[src/rtl/scan_pkg.sv]
package scan_pkg;
  localparam int NCHAN    = 6;
  localparam int NSLOT    = 8;
  localparam int SLOT_W   = 3;
  localparam int IRQ_SLOT = 6;
  localparam int RTC_SLOT = 7;

  typedef enum logic {
    ST_SCAN  = 1'b0,
    ST_SERVE = 1'b1
  } scan_st_e;
endpackage

[src/rtl/scan_seq.sv]
module scan_seq
  import scan_pkg::*;
#(
  parameter int SLOT_CLKS = 1
) (
  input  logic              clk,
  input  logic              rst_n,
  input  logic [NCHAN-1:0]  chan_req,
  input  logic              svc_done,
  output logic [SLOT_W-1:0] slot,
  output logic              serving,
  output logic              slot_end,
  output logic              svc_fin,
  output logic              scan_done
);
  localparam int DW = (SLOT_CLKS > 1) ? $clog2(SLOT_CLKS) : 1;

  scan_st_e          st_q, st_d;
  logic [SLOT_W-1:0] slot_q, slot_d;
  logic [DW-1:0]     dwell_q, dwell_d;
  logic              sdone_q, sdone_d;
  logic [NSLOT-1:0]  req_pad;
  logic              dwell_last, take;

  assign req_pad    = {{(NSLOT-NCHAN){1'b0}}, chan_req};
  assign dwell_last = (dwell_q == DW'(SLOT_CLKS-1));
  assign slot_end   = (st_q == ST_SCAN) && dwell_last;
  assign take       = slot_end && req_pad[slot_q];
  assign svc_fin    = (st_q == ST_SERVE) && svc_done;

  always_comb begin
    st_d    = st_q;
    slot_d  = slot_q;
    dwell_d = dwell_q;
    sdone_d = 1'b0;
    case (st_q)
      ST_SCAN: begin
        if (take) begin
          st_d = ST_SERVE;
        end else if (dwell_last) begin
          slot_d  = slot_q + SLOT_W'(1);
          dwell_d = '0;
          sdone_d = (slot_q == SLOT_W'(RTC_SLOT));
        end else begin
          dwell_d = dwell_q + DW'(1);
        end
      end
      default: begin
        if (svc_done) begin
          st_d    = ST_SCAN;
          slot_d  = slot_q + SLOT_W'(1);
          dwell_d = '0;
        end
      end
    endcase
  end

  always_ff @(posedge clk or negedge rst_n) begin
    if (!rst_n) begin
      st_q    <= ST_SCAN;
      slot_q  <= '0;
      dwell_q <= '0;
      sdone_q <= 1'b0;
    end else begin
      st_q    <= st_d;
      slot_q  <= slot_d;
      dwell_q <= dwell_d;
      sdone_q <= sdone_d;
    end
  end

  assign slot      = slot_q;
  assign serving   = (st_q == ST_SERVE);
  assign scan_done = sdone_q;
endmodule

[src/rtl/chan_regs.sv]
module chan_regs
  import scan_pkg::*;
#(
  parameter int ADDR_W = 15
) (
  input  logic              clk,
  input  logic              rst_n,
  input  logic              act_valid,
  input  logic [2:0]        act_chan,
  input  logic [ADDR_W-1:0] act_addr,
  input  logic [ADDR_W-1:0] act_limit,
  input  logic [NCHAN-1:0]  chan_flag,
  input  logic              serving,
  input  logic [SLOT_W-1:0] slot,
  input  logic              svc_fin,
  output logic [NCHAN-1:0]  chan_req,
  output logic [ADDR_W-1:0] svc_addr,
  output logic [NCHAN-1:0]  cmpl_pulse
);
  logic [NCHAN-1:0][ADDR_W-1:0] addr_all;

  for (genvar g = 0; g < NCHAN; g++) begin : g_ch
    logic [ADDR_W-1:0] addr_q, addr_d, lim_q;
    logic              act_q, act_d, cmpl_q, cmpl_d;
    logic              sel, load, fin;

    assign sel  = (slot == SLOT_W'(g));
    assign load = act_valid && (act_chan == 3'(g)) && !(serving && sel);
    assign fin  = svc_fin && sel;

    always_comb begin
      addr_d = addr_q;
      act_d  = act_q;
      cmpl_d = 1'b0;
      if (fin) begin
        if (addr_q == lim_q) begin
          act_d  = 1'b0;
          cmpl_d = 1'b1;
        end else begin
          addr_d = addr_q + ADDR_W'(1);
        end
      end
      if (load) begin
        addr_d = act_addr;
        act_d  = 1'b1;
      end
    end

    always_ff @(posedge clk or negedge rst_n) begin
      if (!rst_n) begin
        addr_q <= '0;
        lim_q  <= '0;
        act_q  <= 1'b0;
        cmpl_q <= 1'b0;
      end else begin
        addr_q <= addr_d;
        act_q  <= act_d;
        cmpl_q <= cmpl_d;
        if (load) lim_q <= act_limit;
      end
    end

    assign addr_all[g]   = addr_q;
    assign chan_req[g]   = act_q && chan_flag[g];
    assign cmpl_pulse[g] = cmpl_q;
  end

  always_comb begin
    svc_addr = '0;
    for (int i = 0; i < NCHAN; i++) begin
      if (serving && (slot == SLOT_W'(i))) svc_addr = addr_all[i];
    end
  end
endmodule

[src/rtl/aux_slots.sv]
module aux_slots
  import scan_pkg::*;
#(
  parameter int RTC_W = 16
) (
  input  logic              clk,
  input  logic              rst_n,
  input  logic [SLOT_W-1:0] slot,
  input  logic              slot_end,
  input  logic              irq_line,
  input  logic              irq_ack,
  input  logic              rtc_tick,
  output logic              irq_pend,
  output logic [RTC_W-1:0]  rtc_count
);
  logic             irq_q, irq_d, tick_q, tick_d;
  logic [RTC_W-1:0] cnt_q, cnt_d;
  logic             irq_set, rtc_use;

  assign irq_set = slot_end && (slot == SLOT_W'(IRQ_SLOT)) && irq_line;
  assign rtc_use = slot_end && (slot == SLOT_W'(RTC_SLOT)) && tick_q;

  always_comb begin
    irq_d  = irq_q;
    if (irq_ack) irq_d = 1'b0;
    if (irq_set) irq_d = 1'b1;
    tick_d = tick_q | rtc_tick;
    cnt_d  = cnt_q;
    if (rtc_use) begin
      tick_d = rtc_tick;
      cnt_d  = cnt_q + RTC_W'(1);
    end
  end

  always_ff @(posedge clk or negedge rst_n) begin
    if (!rst_n) begin
      irq_q  <= 1'b0;
      tick_q <= 1'b0;
      cnt_q  <= '0;
    end else begin
      irq_q  <= irq_d;
      tick_q <= tick_d;
      cnt_q  <= cnt_d;
    end
  end

  assign irq_pend  = irq_q;
  assign rtc_count = cnt_q;
endmodule

[src/rtl/chan_scanner.sv]
module chan_scanner
  import scan_pkg::*;
#(
  parameter int ADDR_W    = 15,
  parameter int SLOT_CLKS = 1,
  parameter int RTC_W     = 16
) (
  input  logic              clk,
  input  logic              rst_n,
  input  logic              act_valid,
  input  logic [2:0]        act_chan,
  input  logic [ADDR_W-1:0] act_addr,
  input  logic [ADDR_W-1:0] act_limit,
  input  logic [5:0]        chan_flag,
  input  logic              svc_done,
  input  logic              irq_line,
  input  logic              irq_ack,
  input  logic              rtc_tick,
  output logic [7:0]        grant,
  output logic              hold,
  output logic [ADDR_W-1:0] svc_addr,
  output logic [5:0]        cmpl_pulse,
  output logic              irq_pend,
  output logic [RTC_W-1:0]  rtc_count,
  output logic              scan_done
);
  logic              rs_meta, rs_sync;
  logic [SLOT_W-1:0] slot;
  logic              serving, slot_end, svc_fin;
  logic [NCHAN-1:0]  chan_req;

  always_ff @(posedge clk or negedge rst_n) begin
    if (!rst_n) begin
      rs_meta <= 1'b0;
      rs_sync <= 1'b0;
    end else begin
      rs_meta <= 1'b1;
      rs_sync <= rs_meta;
    end
  end

  scan_seq #(.SLOT_CLKS(SLOT_CLKS)) u_seq (
    .clk       (clk),
    .rst_n     (rs_sync),
    .chan_req  (chan_req),
    .svc_done  (svc_done),
    .slot      (slot),
    .serving   (serving),
    .slot_end  (slot_end),
    .svc_fin   (svc_fin),
    .scan_done (scan_done)
  );

  chan_regs #(.ADDR_W(ADDR_W)) u_chan (
    .clk        (clk),
    .rst_n      (rs_sync),
    .act_valid  (act_valid),
    .act_chan   (act_chan),
    .act_addr   (act_addr),
    .act_limit  (act_limit),
    .chan_flag  (chan_flag),
    .serving    (serving),
    .slot       (slot),
    .svc_fin    (svc_fin),
    .chan_req   (chan_req),
    .svc_addr   (svc_addr),
    .cmpl_pulse (cmpl_pulse)
  );

  aux_slots #(.RTC_W(RTC_W)) u_aux (
    .clk       (clk),
    .rst_n     (rs_sync),
    .slot      (slot),
    .slot_end  (slot_end),
    .irq_line  (irq_line),
    .irq_ack   (irq_ack),
    .rtc_tick  (rtc_tick),
    .irq_pend  (irq_pend),
    .rtc_count (rtc_count)
  );

  always_comb begin
    grant = '0;
    if (serving) grant[slot] = 1'b1;
  end
  assign hold = serving;
endmodule

[config.mk]
export PLATFORM = sky130hd
export DESIGN_NAME = chan_scanner
export DESIGN_NICKNAME = d
export VERILOG_FILES = /design/src/rtl/scan_pkg.sv /design/src/rtl/scan_seq.sv /design/src/rtl/chan_regs.sv /design/src/rtl/aux_slots.sv /design/src/rtl/chan_scanner.sv
export SDC_FILE = /design/constraint.sdc
export NUM_CORES = 1
export LEC_CHECK = 0
export BUFFER_PORTS_ARGS = -buffer_cell sky130_fd_sc_hd__buf_2
export CORE_MARGIN = 2
export CORE_UTILIZATION = 55
export DETAILED_ROUTE_END_ITERATION = 6
export GPL_TIMING_DRIVEN = 0
export PLACE_DENSITY = 0.78
export SYNTH_ARGS = -nofsm -noshare
export SYNTH_HDL_FRONTEND = slang
export SYNTH_HIERARCHICAL = 1
export SYNTH_SLANG_ARGS = --single-unit
export TNS_END_PERCENT = 10
[constraint.sdc]
create_clock -name clk -period 7.3 [get_ports clk]
set_input_delay 1.46 -clock clk [delete_from_list [all_inputs] [get_ports clk]]
set_output_delay 1.46 -clock clk [all_outputs]
set_load 0.05 [all_outputs]
==> results.yml, run 1 <==
sta:
  period_needed_ns: 5.04
  rsz0062_at_grt: "false"
  max_slew_margin_pct: 33.2
  finalCritPeriodShare_pct: 69.1
  max_freq_mhz: 198
  layout_setup_ws_ns: 2.26
  hold_viol: 0
  worstMarginPinSlew_ns: 0.988
  finalSetupViolCount: 0
  hold_ws_ns: 0.348
  final-max-slew-violation-count: 0
  finalClockSkew_ns: 0.0318
yosys:
  ys_top_cells_by_area: "dfrtp_1 (46%), nand2_1 (8.4%), xor2_1 (7.0%)"
  yosysTopAreaCellShare_pct: 46.4
  ys_seq_area_share_pct: 46.4
  ys_types: 57
  async_reset_ff_share_pct: 100
  syn_area_um2: 11700
  ys_seq_elements: 217
  syn_nets: 1326
  synth_warnings: 6
  synth-edff-count: 0
  yosysTopAreaCell: "dfrtp_1"
  synthCells: 1271
  avgSynthCellArea_um2: 9.20
  synth_ff_type: "dfrtp_1"
  synth_common_cells: "nand2_1 (263), dfrtp_1 (217), nor2_1 (102)"
  yosysMostFrequentCell: "nand2_1"
cts:
  post_cts.repair.setup_buffers: 0
  clk_pin_slew_ns: 0.06
  numCtsBuffers: 25
  cts_tree: "done"
  clk-insertion-delay-late_ns: 0.54
  root_buffer: "clkbuf_16"
  hold_buffers: 0
  clock_sinks: 217
  ctsHtreeMaxLevel: 1
  clock_path_buffers: 3
  cts_resized: 0
detailed_routing:
  num_vias: 10300
  wirelength_um: 37800
  vias_per_cell: 6.14
  firstDrtPassIters: 7
  post_drt_wl_per_cell_um: 22.4
  drtIter0Drc: 1482
  drc: 5
  drtAntennaViolNets: 0
outcome:
  status: "finished with violations"
  failed_checks: "DRC"
cells_and_area:
  antenna_cells: 0
  final_nets: 1448
  n_fill_cell: 1811
  area.growth.synth_to_final_pct: 15.0
  drive_gt1_share_pct: 14.8
floorplan:
  row_count: 53
  die_w_um: 150
  io_pins: 94
  start_util_pct: 55.8
  core_region_area_um2: 21000
  die_y_um: 150
  fp.dieArea_um2: 22400
worst_setup_path:
  start_kind: "register"
  crit_fanout: 19
  max_stage_delay_ns: 0.80
  reg2reg_depth: 9
  cp_common_cell: "clkbuf_1"
  critPathCaptureType: "output port"
  setup.worst_path.start: "u_seq/slot[0]$_DFFE_PN0N_"
  cp_cell_sequence: "buf_4, nor2_1, and3_1, clkbuf_1, clkbuf_1, a222oi_1, a31oi_1, buf_2"
  r2r_end: "u_chan/g_ch[2].addr_q[12]$_DFFE_PN0P_"
  crit_end: "svc_addr[8]"
  critPathKind: "reg2out"
  reg2reg_from: "u_seq/serving$_DFF_PN0_"
  cp_slowest_cell: "a222oi_1"
  reg2reg_slack_ns: 3.59
  cp.required_ns: 5.84
  cp.arrival_ns: 3.58
pwr:
  p_leak_nw: 5.94
  ir_drop_mv: 0.235
  total_power_mw: 5.20
  power.density_nw_per_um2: 386
global_routing:
  grt_pass1_vias: 9809
  grtUsageTotal_pct: 34.0
  grt_max_degree: 66
  grt_first_pass_wirelength_um: 57200
  antenna_found_initial: 0
  grt_overflow: 0
placed_design:
  hpwlAfterDp_um: 26100
  dpl_worst_slack_ns: 2.97
  portBuffers: 92
  gp_congestion: 0.975
job:
  cap_violations: 0
worst_hold_path:
  hp-class: "reg2reg"
==> state kept, by name (all words and copies together), names as in the netlist <==
register,cells
u_aux/tick_q,1
u_chan/g_ch.cmpl_q,6
u_chan/g_ch.lim_q,90
u_chan/g_ch.addr_q,90
u_aux/irq_pend,1
u_chan/g_ch.act_q,6
u_seq/slot,3
rs_meta,1
u_seq/serving,1
rs_sync,1
u_seq/scan_done,1
u_aux/rtc_count,16
==> report_power, final <==
group | internal (mW) | total (mW) | switching (mW)
logic | 0.697 | 1.77 | 1.07
registers | 1.56 | 2.11 | 0.553
clock network | 0.812 | 1.32 | 0.508
==> critical path: cells and delay by family (launching register included) <==
kind	cells	cell delay (ns)
buffers and inverters	4	1.00
flip-flops	1	0.76
AO/OA/AOI/OAI	2	0.99
AND/OR/NAND/NOR	2	0.31
==> per-stage QoR <==
stage	std cells	cell area, um2	util, %	setup TNS [ns]
after CTS	1686	13400	64.2	0
after detailed placement	1641	12600	60.1	0
after global routing	1686	13400	64.2	0
after floorplan	1271	11700	-	0
final	1686	13400	64.2	0
after global placement	1638	12500	59.7	-340.85
==> final cells by class <==
class                   instances  area (um2)  share of cell area (%)
multi-input cells             970        5920                    44.0
flip-flops and latches        217        5430                    40.4
clock buffers                  35         703                    5.23
repair buffers                 95         543                    4.04
well taps                     275         344                    2.56
plain buffers                  70         298                    2.21
clock inverters                10         158                    1.17
inverters                      14        52.6                   0.391
==> worst min-delay path by stage <==
stage	start	to	slack, ns	cells past startpoint
2_1_floorplan	rs_meta$_DFF_PN0_	rs_sync$_DFF_PN0_	0.33	0
3_3_place_gp	rs_meta$_DFF_PN0_	rs_sync$_DFF_PN0_	0.34	0
3_5_place_dp	rs_meta$_DFF_PN0_	rs_sync$_DFF_PN0_	0.34	0
4_1_cts	rs_meta$_DFF_PN0_	rs_sync$_DFF_PN0_	0.35	0
5_1_grt	rs_meta$_DFF_PN0_	rs_sync$_DFF_PN0_	0.35	0
6_report	rs_meta$_DFF_PN0_	rs_sync$_DFF_PN0_	0.35	0
==> cell families (layout without fill, tap and decap cells) <==
logic type | count (synthesis) | in the layout | share of synthesized area (%)
compound gates | 164 | 164 | 8.65
xor+xnor | 182 | 182 | 13.6
fa+ha+maj | 9 | 9 | 0.963
buf+inv | 84 | 224 | 3.00
flops | 217 | 217 | 46.4
mux | 42 | 42 | 4.04
other cells | 1 | 1 | 0.0321
simple gates | 572 | 572 | 23.3
==> placed cells by master, fill, tap and decap left out, types with 4 or more instances in the layout <==
master     count
a21oi_1       47
a222oi_1      14
a22oi_1       17
a31oi_1       21
and2_1        15
and3_1        30
and4_1         4
buf_2         96
buf_4          7
bufinv_16      4
clkbuf_1      62
clkbuf_16     25
clkbuf_8       4
clkinv_2       4
dfrtp_1      216
ha_1           9
inv_1         14
mux2_2        34
mux2i_1        6
nand2_1      263
nand2b_1       6
nand3_1       44
nand4_1       37
nor2_1       102
nor2b_1        6
nor3_1        12
nor4_1        14
o21ai_0       55
or3_1         11
xnor2_1       89
xor2_1        93
==> routing by layer <==
metal	wire length (um)	GRT usage [%]	share of wire, %
met1	14900	45.6	39
met2	17200	53.7	45
met3	3440	4.79	9.1
met4	2350	18.2	6.2
met5	0	0	0
Power figures use the tool's default switching activity.
==> run 2, diff against run 1 <==
==> constraint.sdc (replaced) <==
create_clock -name clk -period 5.2 [get_ports clk]
set_input_delay 1.04 -clock clk [delete_from_list [all_inputs] [get_ports clk]]
set_output_delay 1.04 -clock clk [all_outputs]
set_load 0.05 [all_outputs]
==> results.yml, run 2 (synthesis gave the netlist of run 1 again) <==
sta:
  final-max-slew-violation-count: 0
  setup-tns-final_ns: 0
  rsz0062_at_grt: "false"
  finalSetupViolCount: 0
  layout_setup_ws_ns: 0.506
  finalClockSkew_ns: 0.0142
  worstMarginPinSlew_ns: 1.04
  hold_viol: 0
  period_needed_ns: 4.69
  max_freq_mhz: 213
  max_slew_margin_pct: 29.9
  finalCritPeriodShare_pct: 90.3
detailed_routing:
  drtIter0Drc: 1576
  drtAntennaViolNets: 0
  met1_length_um: 14000
  post_drt_wl_per_cell_um: 22.1
  wl_met3_um: 3880
  num_vias: 10400
  firstDrtPassIters: 7
  drc: 0
  dr_wl_met2_um: 16300
  wirelength_um: 37200
  vias_per_cell: 6.17
  topRoutingLayerUsed: "met4"
global_routing:
  grt_pass1_vias: 9797
  antenna_found_initial: 1
  grt_overflow: 0
  grt_first_pass_wirelength_um: 56400
  grtUsageTotal_pct: 33.6
  grt_max_degree: 49
cts:
  cts_tree: "done"
  clock_path_buffers: 3
  root_buffer: "clkbuf_16"
  numCtsBuffers: 24
  cts_resized: 0
  clk-insertion-delay-late_ns: 0.53
  post_cts.repair.setup_buffers: 0
  clk_pin_slew_ns: 0.06
  clock_sinks: 217
  hold_buffers: 0
  ctsHtreeMaxLevel: 1
pwr:
  p_leak_nw: 5.89
  p_int_mw: 4.11
  p_seq_share_pct: 41.7
  clockPowerShare_pct: 23.1
  ir_drop_mv: 0.373
  p_switching_mw: 2.96
  power.density_nw_per_um2: 529
  swShare_pct: 41.9
  pwr-share-comb_pct: 35.1
floorplan:
  die_y_um: 150
  row_count: 53
  start_util_pct: 55.8
  core_region_area_um2: 21000
  fp.dieArea_um2: 22400
  die_w_um: 150
  io_pins: 94
placed_design:
  portBuffers: 92
  gp_congestion: 1.01
  hpwlAfterDp_um: 25800
  dpl_worst_slack_ns: 1.23
cells_and_area:
  n_fill_cell: 1746
  final_cell_mix: "nand2_1 (263), dfrtp_1 (216), nor2_1 (102)"
  drive_gt1_share_pct: 14.7
  area.growth.synth_to_final_pct: 14.2
  mostFrequentLayoutCell: "nand2_1"
  seqCellArea_um2: 5430
  final_nets: 1448
  multiInputGateArea_um2: 5920
worst_setup_path:
  critPathKind: "reg2out"
  start_kind: "register"
  critPathCaptureType: "output port"
  cp.required_ns: 4.16
  crit_fanout: 25
  cp_cell_sequence: "nand2b_1, nor3_1, clkbuf_1, a222oi_1, a31oi_1, buf_2"
  cp_slowest_cell: "nor3_1"
  cp.arrival_ns: 3.65
  max_stage_delay_ns: 0.84
  setup.worst_path.start: "u_seq/slot[2]$_DFFE_PN0N_"
  reg2reg_from: "u_seq/serving$_DFF_PN0_"
job:
  cap_violations: 0
worst_hold_path:
  hp-class: "in2async"
outcome:
  status: "complete, no violations"
-- run 2: per-layer routing --
layer / global-route usage, % / up-vias
met4: 21.5 / 0
li1: - / 4584
met2: 51.1 / 667
met1: 44.5 / 4984
met3: 6.01 / 169
met5: 0 / -
-- run 2: through the flow --
| step | utilization [%] | hold slack, ns | std cells | area (um2) | power, mW |
|---|---|---|---|---|---|
| 2_1_floorplan | - | 0.331 | 1271 | 11700 | 4.58 |
| 3_5_place_dp | 60.1 | 0.336 | 1642 | 12600 | 5.38 |
| 5_1_grt | 63.7 | 0.280 | 1684 | 13300 | 7.40 |
| 6_report | 63.7 | 0.291 | 1685 | 13400 | 7.07 |
| 4_1_cts | 63.7 | 0.282 | 1684 | 13300 | 7.01 |
| 3_3_place_gp | 59.7 | 0.338 | 1638 | 12500 | 5.27 |
-- run 2: area by class of cell --
type / instances / area share [%]
diodes: 1 / 0.0187
plain buffers: 70 / 2.23
well taps: 275 / 2.58
clock inverters: 6 / 0.244
repair buffers: 96 / 4.16
multi-input cells: 970 / 44.3
inverters: 14 / 0.394
clock buffers: 36 / 5.37
flip-flops and latches: 217 / 40.7
-- run 2: critical path: cells and delay by family, from the launching register on --
family	cells	cell delay, ns
simple gates	2	1.24
buf+inv	2	0.72
flops	1	0.67
compound gates	2	0.50
-- run 2: path summary, 6_finish.rpt --
path	endpoint	slack, ns	cells past startpoint
max in group asynchronous	u_chan/g_ch[4].addr_q[8]$_DFFE_PN0P_	3.89	2
setup / recovery	svc_addr[12]	0.51	6
hold reg to reg	rs_sync$_DFF_PN0_	0.35	0
hold / removal	rs_meta$_DFF_PN0_	0.29	1
min in group clk	rs_sync$_DFF_PN0_	0.35	0
setup reg to reg	u_chan/g_ch[2].addr_q[13]$_DFFE_PN0P_	1.66	9
-- run 2: power by group through the flow --
| stage | sequential, mW | clock [mW] | combinational [mW] |
|---|---|---|---|
| 2_1_floorplan | 2.78 | 0 | 1.80 |
| 3_3_place_gp | 2.93 | 0 | 2.34 |
| 3_5_place_dp | 2.93 | 0 | 2.44 |
| 4_1_cts | 2.91 | 1.64 | 2.46 |
| 5_1_grt | 3.00 | 1.72 | 2.68 |
| 6_report | 2.95 | 1.63 | 2.48 |
==> run 3, diff against run 2 <==
--- a/config.mk
+++ b/config.mk
@@ -7,10 +7,9 @@
 export LEC_CHECK = 0
 export BUFFER_PORTS_ARGS = -buffer_cell sky130_fd_sc_hd__buf_2
 export CORE_MARGIN = 2
-export CORE_UTILIZATION = 55
+export CORE_UTILIZATION = 45
 export DETAILED_ROUTE_END_ITERATION = 6
-export GPL_TIMING_DRIVEN = 0
-export PLACE_DENSITY = 0.78
+export PLACE_DENSITY = 0.67
 export SYNTH_ARGS = -nofsm -noshare
 export SYNTH_HDL_FRONTEND = slang
 export SYNTH_HIERARCHICAL = 1
==> results.yml, run 3 (synthesis gave the netlist of run 1 again) <==
placed_design:
  portBuffers: 93
  dpl_worst_slack_ns: 1.26
  hpwlAfterDp_um: 25600
  gp_congestion: 0.968
global_routing:
  antenna_found_initial: 1
  grtUsageTotal_pct: 28.0
  grt_overflow: 0
  grt_pass1_vias: 9449
  grt_first_pass_wirelength_um: 56900
  grt_max_degree: 134
detailed_routing:
  wirelength_um: 37500
  firstDrtPassIters: 7
  post_drt_wl_per_cell_um: 22.3
  num_vias: 9879
  drtIter0Drc: 1341
  vias_per_cell: 5.87
  drtAntennaViolNets: 0
  drc: 0
sta:
  rsz0062_at_grt: "false"
  finalCritPeriodShare_pct: 88.0
  setup-tns-final_ns: 0
  max_freq_mhz: 219
  layout_setup_ws_ns: 0.625
  finalClockSkew_ns: 0.00770
  finalSetupViolCount: 0
  final-max-slew-violation-count: 0
  max_slew_margin_pct: 17.9
  hold_viol: 0
  worstMarginPinSlew_ns: 1.23
  period_needed_ns: 4.57
pwr:
  swShare_pct: 41.2
  ir_drop_mv: 0.349
  clockPowerShare_pct: 25.1
  p_seq_share_pct: 42.5
  p_switching_mw: 2.96
  power.density_nw_per_um2: 544
  p_int_mw: 4.23
  pwr-share-comb_pct: 32.5
  p_leak_nw: 5.83
cts:
  post_cts.repair.setup_buffers: 0
  root_buffer: "clkbuf_16"
  cts_resized: 0
  cts_tree: "done"
  clk-insertion-delay-late_ns: 0.52
  numCtsBuffers: 25
  hold_buffers: 0
  clk_pin_slew_ns: 0.06
  ctsHtreeMaxLevel: 1
  clock_path_buffers: 3
  clock_sinks: 217
floorplan:
  io_pins: 94
  die_y_um: 165
  core_region_area_um2: 25800
  row_count: 59
  fp.dieArea_um2: 27300
  die_w_um: 165
  start_util_pct: 45.4
worst_setup_path:
  max_stage_delay_ns: 0.94
  cp_slowest_cell: "dfrtp_1"
  reg2reg_from: "u_seq/slot[0]$_DFFE_PN0N_"
  setup.worst_path.start: "u_seq/slot[0]$_DFFE_PN0N_"
  cp.arrival_ns: 3.53
  critPathCaptureType: "output port"
  critPathKind: "reg2out"
  start_kind: "register"
  cp.required_ns: 4.16
  cp_cell_sequence: "nand2b_1, nor2_1, a222oi_1, a31oi_1, buf_2"
  crit_fanout: 28
outcome:
  status: "complete, no violations"
cells_and_area:
  final_cell_mix: "nand2_1 (263), dfrtp_1 (216), nor2_1 (102)"
  final_nets: 1385
  n_fill_cell: 2397
  mostFrequentLayoutCell: "nand2_1"
  drive_gt1_share_pct: 15.4
  area.growth.synth_to_final_pct: 13.1
job:
  cap_violations: 0
worst_hold_path:
  hp-class: "reg2async"
==> run 3: cell type report <==
| type | instances | area (um2) | share of cell area [%] |
|---|---|---|---|
| Multi-Input combinational cell | 970 | 5940 | 44.9 |
| Sequential cell | 217 | 5430 | 41.1 |
| Clock buffer | 34 | 709 | 5.36 |
| Timing Repair Buffer | 102 | 546 | 4.13 |
| Tap cell | 335 | 419 | 3.17 |
| Clock inverter | 10 | 125 | 0.946 |
| Inverter | 14 | 52.6 | 0.397 |
| Antenna cell | 1 | 2.50 | 0.0189 |
==> run 3: power groups by stage <==
stage	clock (mW)	sequential, mW	combinational (mW)
6_report	1.80	3.05	2.34
5_1_grt	1.90	3.10	2.57
4_1_cts	1.83	3.01	2.33
3_5_place_dp	0	3.04	2.31
3_3_place_gp	0	3.04	2.26
2_1_floorplan	0	2.78	1.80
==> run 3: metal layers <==
metal / global-route usage (%) / vias up / share of wire (%)
li1: - / 4466 / -
met1: 40.4 / 4810 / 43
met2: 41.5 / 503 / 42
met3: 5.54 / 100 / 10
met4: 10.5 / 0 / 4.8
met5: 0 / - / 0
==> run 3: worst max-delay path: cells and delay by family (launching register included) <==
| family | cells | cell delay [ns] |
|---|---|---|
| and+or+nand+nor | 2 | 1.09 |
| DFF | 1 | 0.94 |
| AOI/OAI and AO/OA | 2 | 0.67 |
| buffers and inverters | 1 | 0.31 |
==> run 3: final timing paths <==
check	to	slack, ns	depth (start not counted)
max	svc_addr[7]	0.63	5
min	u_chan/g_ch[0].lim_q[14]$_DFFE_PN0P_	0.12	0
max reg2reg	u_chan/g_ch[5].act_q$_DFFE_PN0P_	1.50	4
min reg2reg	u_chan/g_ch[0].lim_q[14]$_DFFE_PN0P_	0.12	0
max in group asynchronous	u_chan/g_ch[4].addr_q[1]$_DFFE_PN0P_	3.86	1
min in group clk	rs_sync$_DFF_PN0_	0.36	0
==> run 3: per-stage QoR <==
step / cells / instance area [um2] / power (mW) / hold slack, ns / utilization (%)
floorplan: 1271 / 11700 / 4.58 / 0.331 / -
global placement: 1638 / 12400 / 5.31 / 0.122 / 48.1
detailed placement: 1638 / 12400 / 5.35 / 0.120 / 48.1
CTS: 1682 / 13200 / 7.17 / 0.128 / 51.3
global route: 1682 / 13200 / 7.56 / 0.137 / 51.3
finish: 1683 / 13200 / 7.19 / 0.122 / 51.3
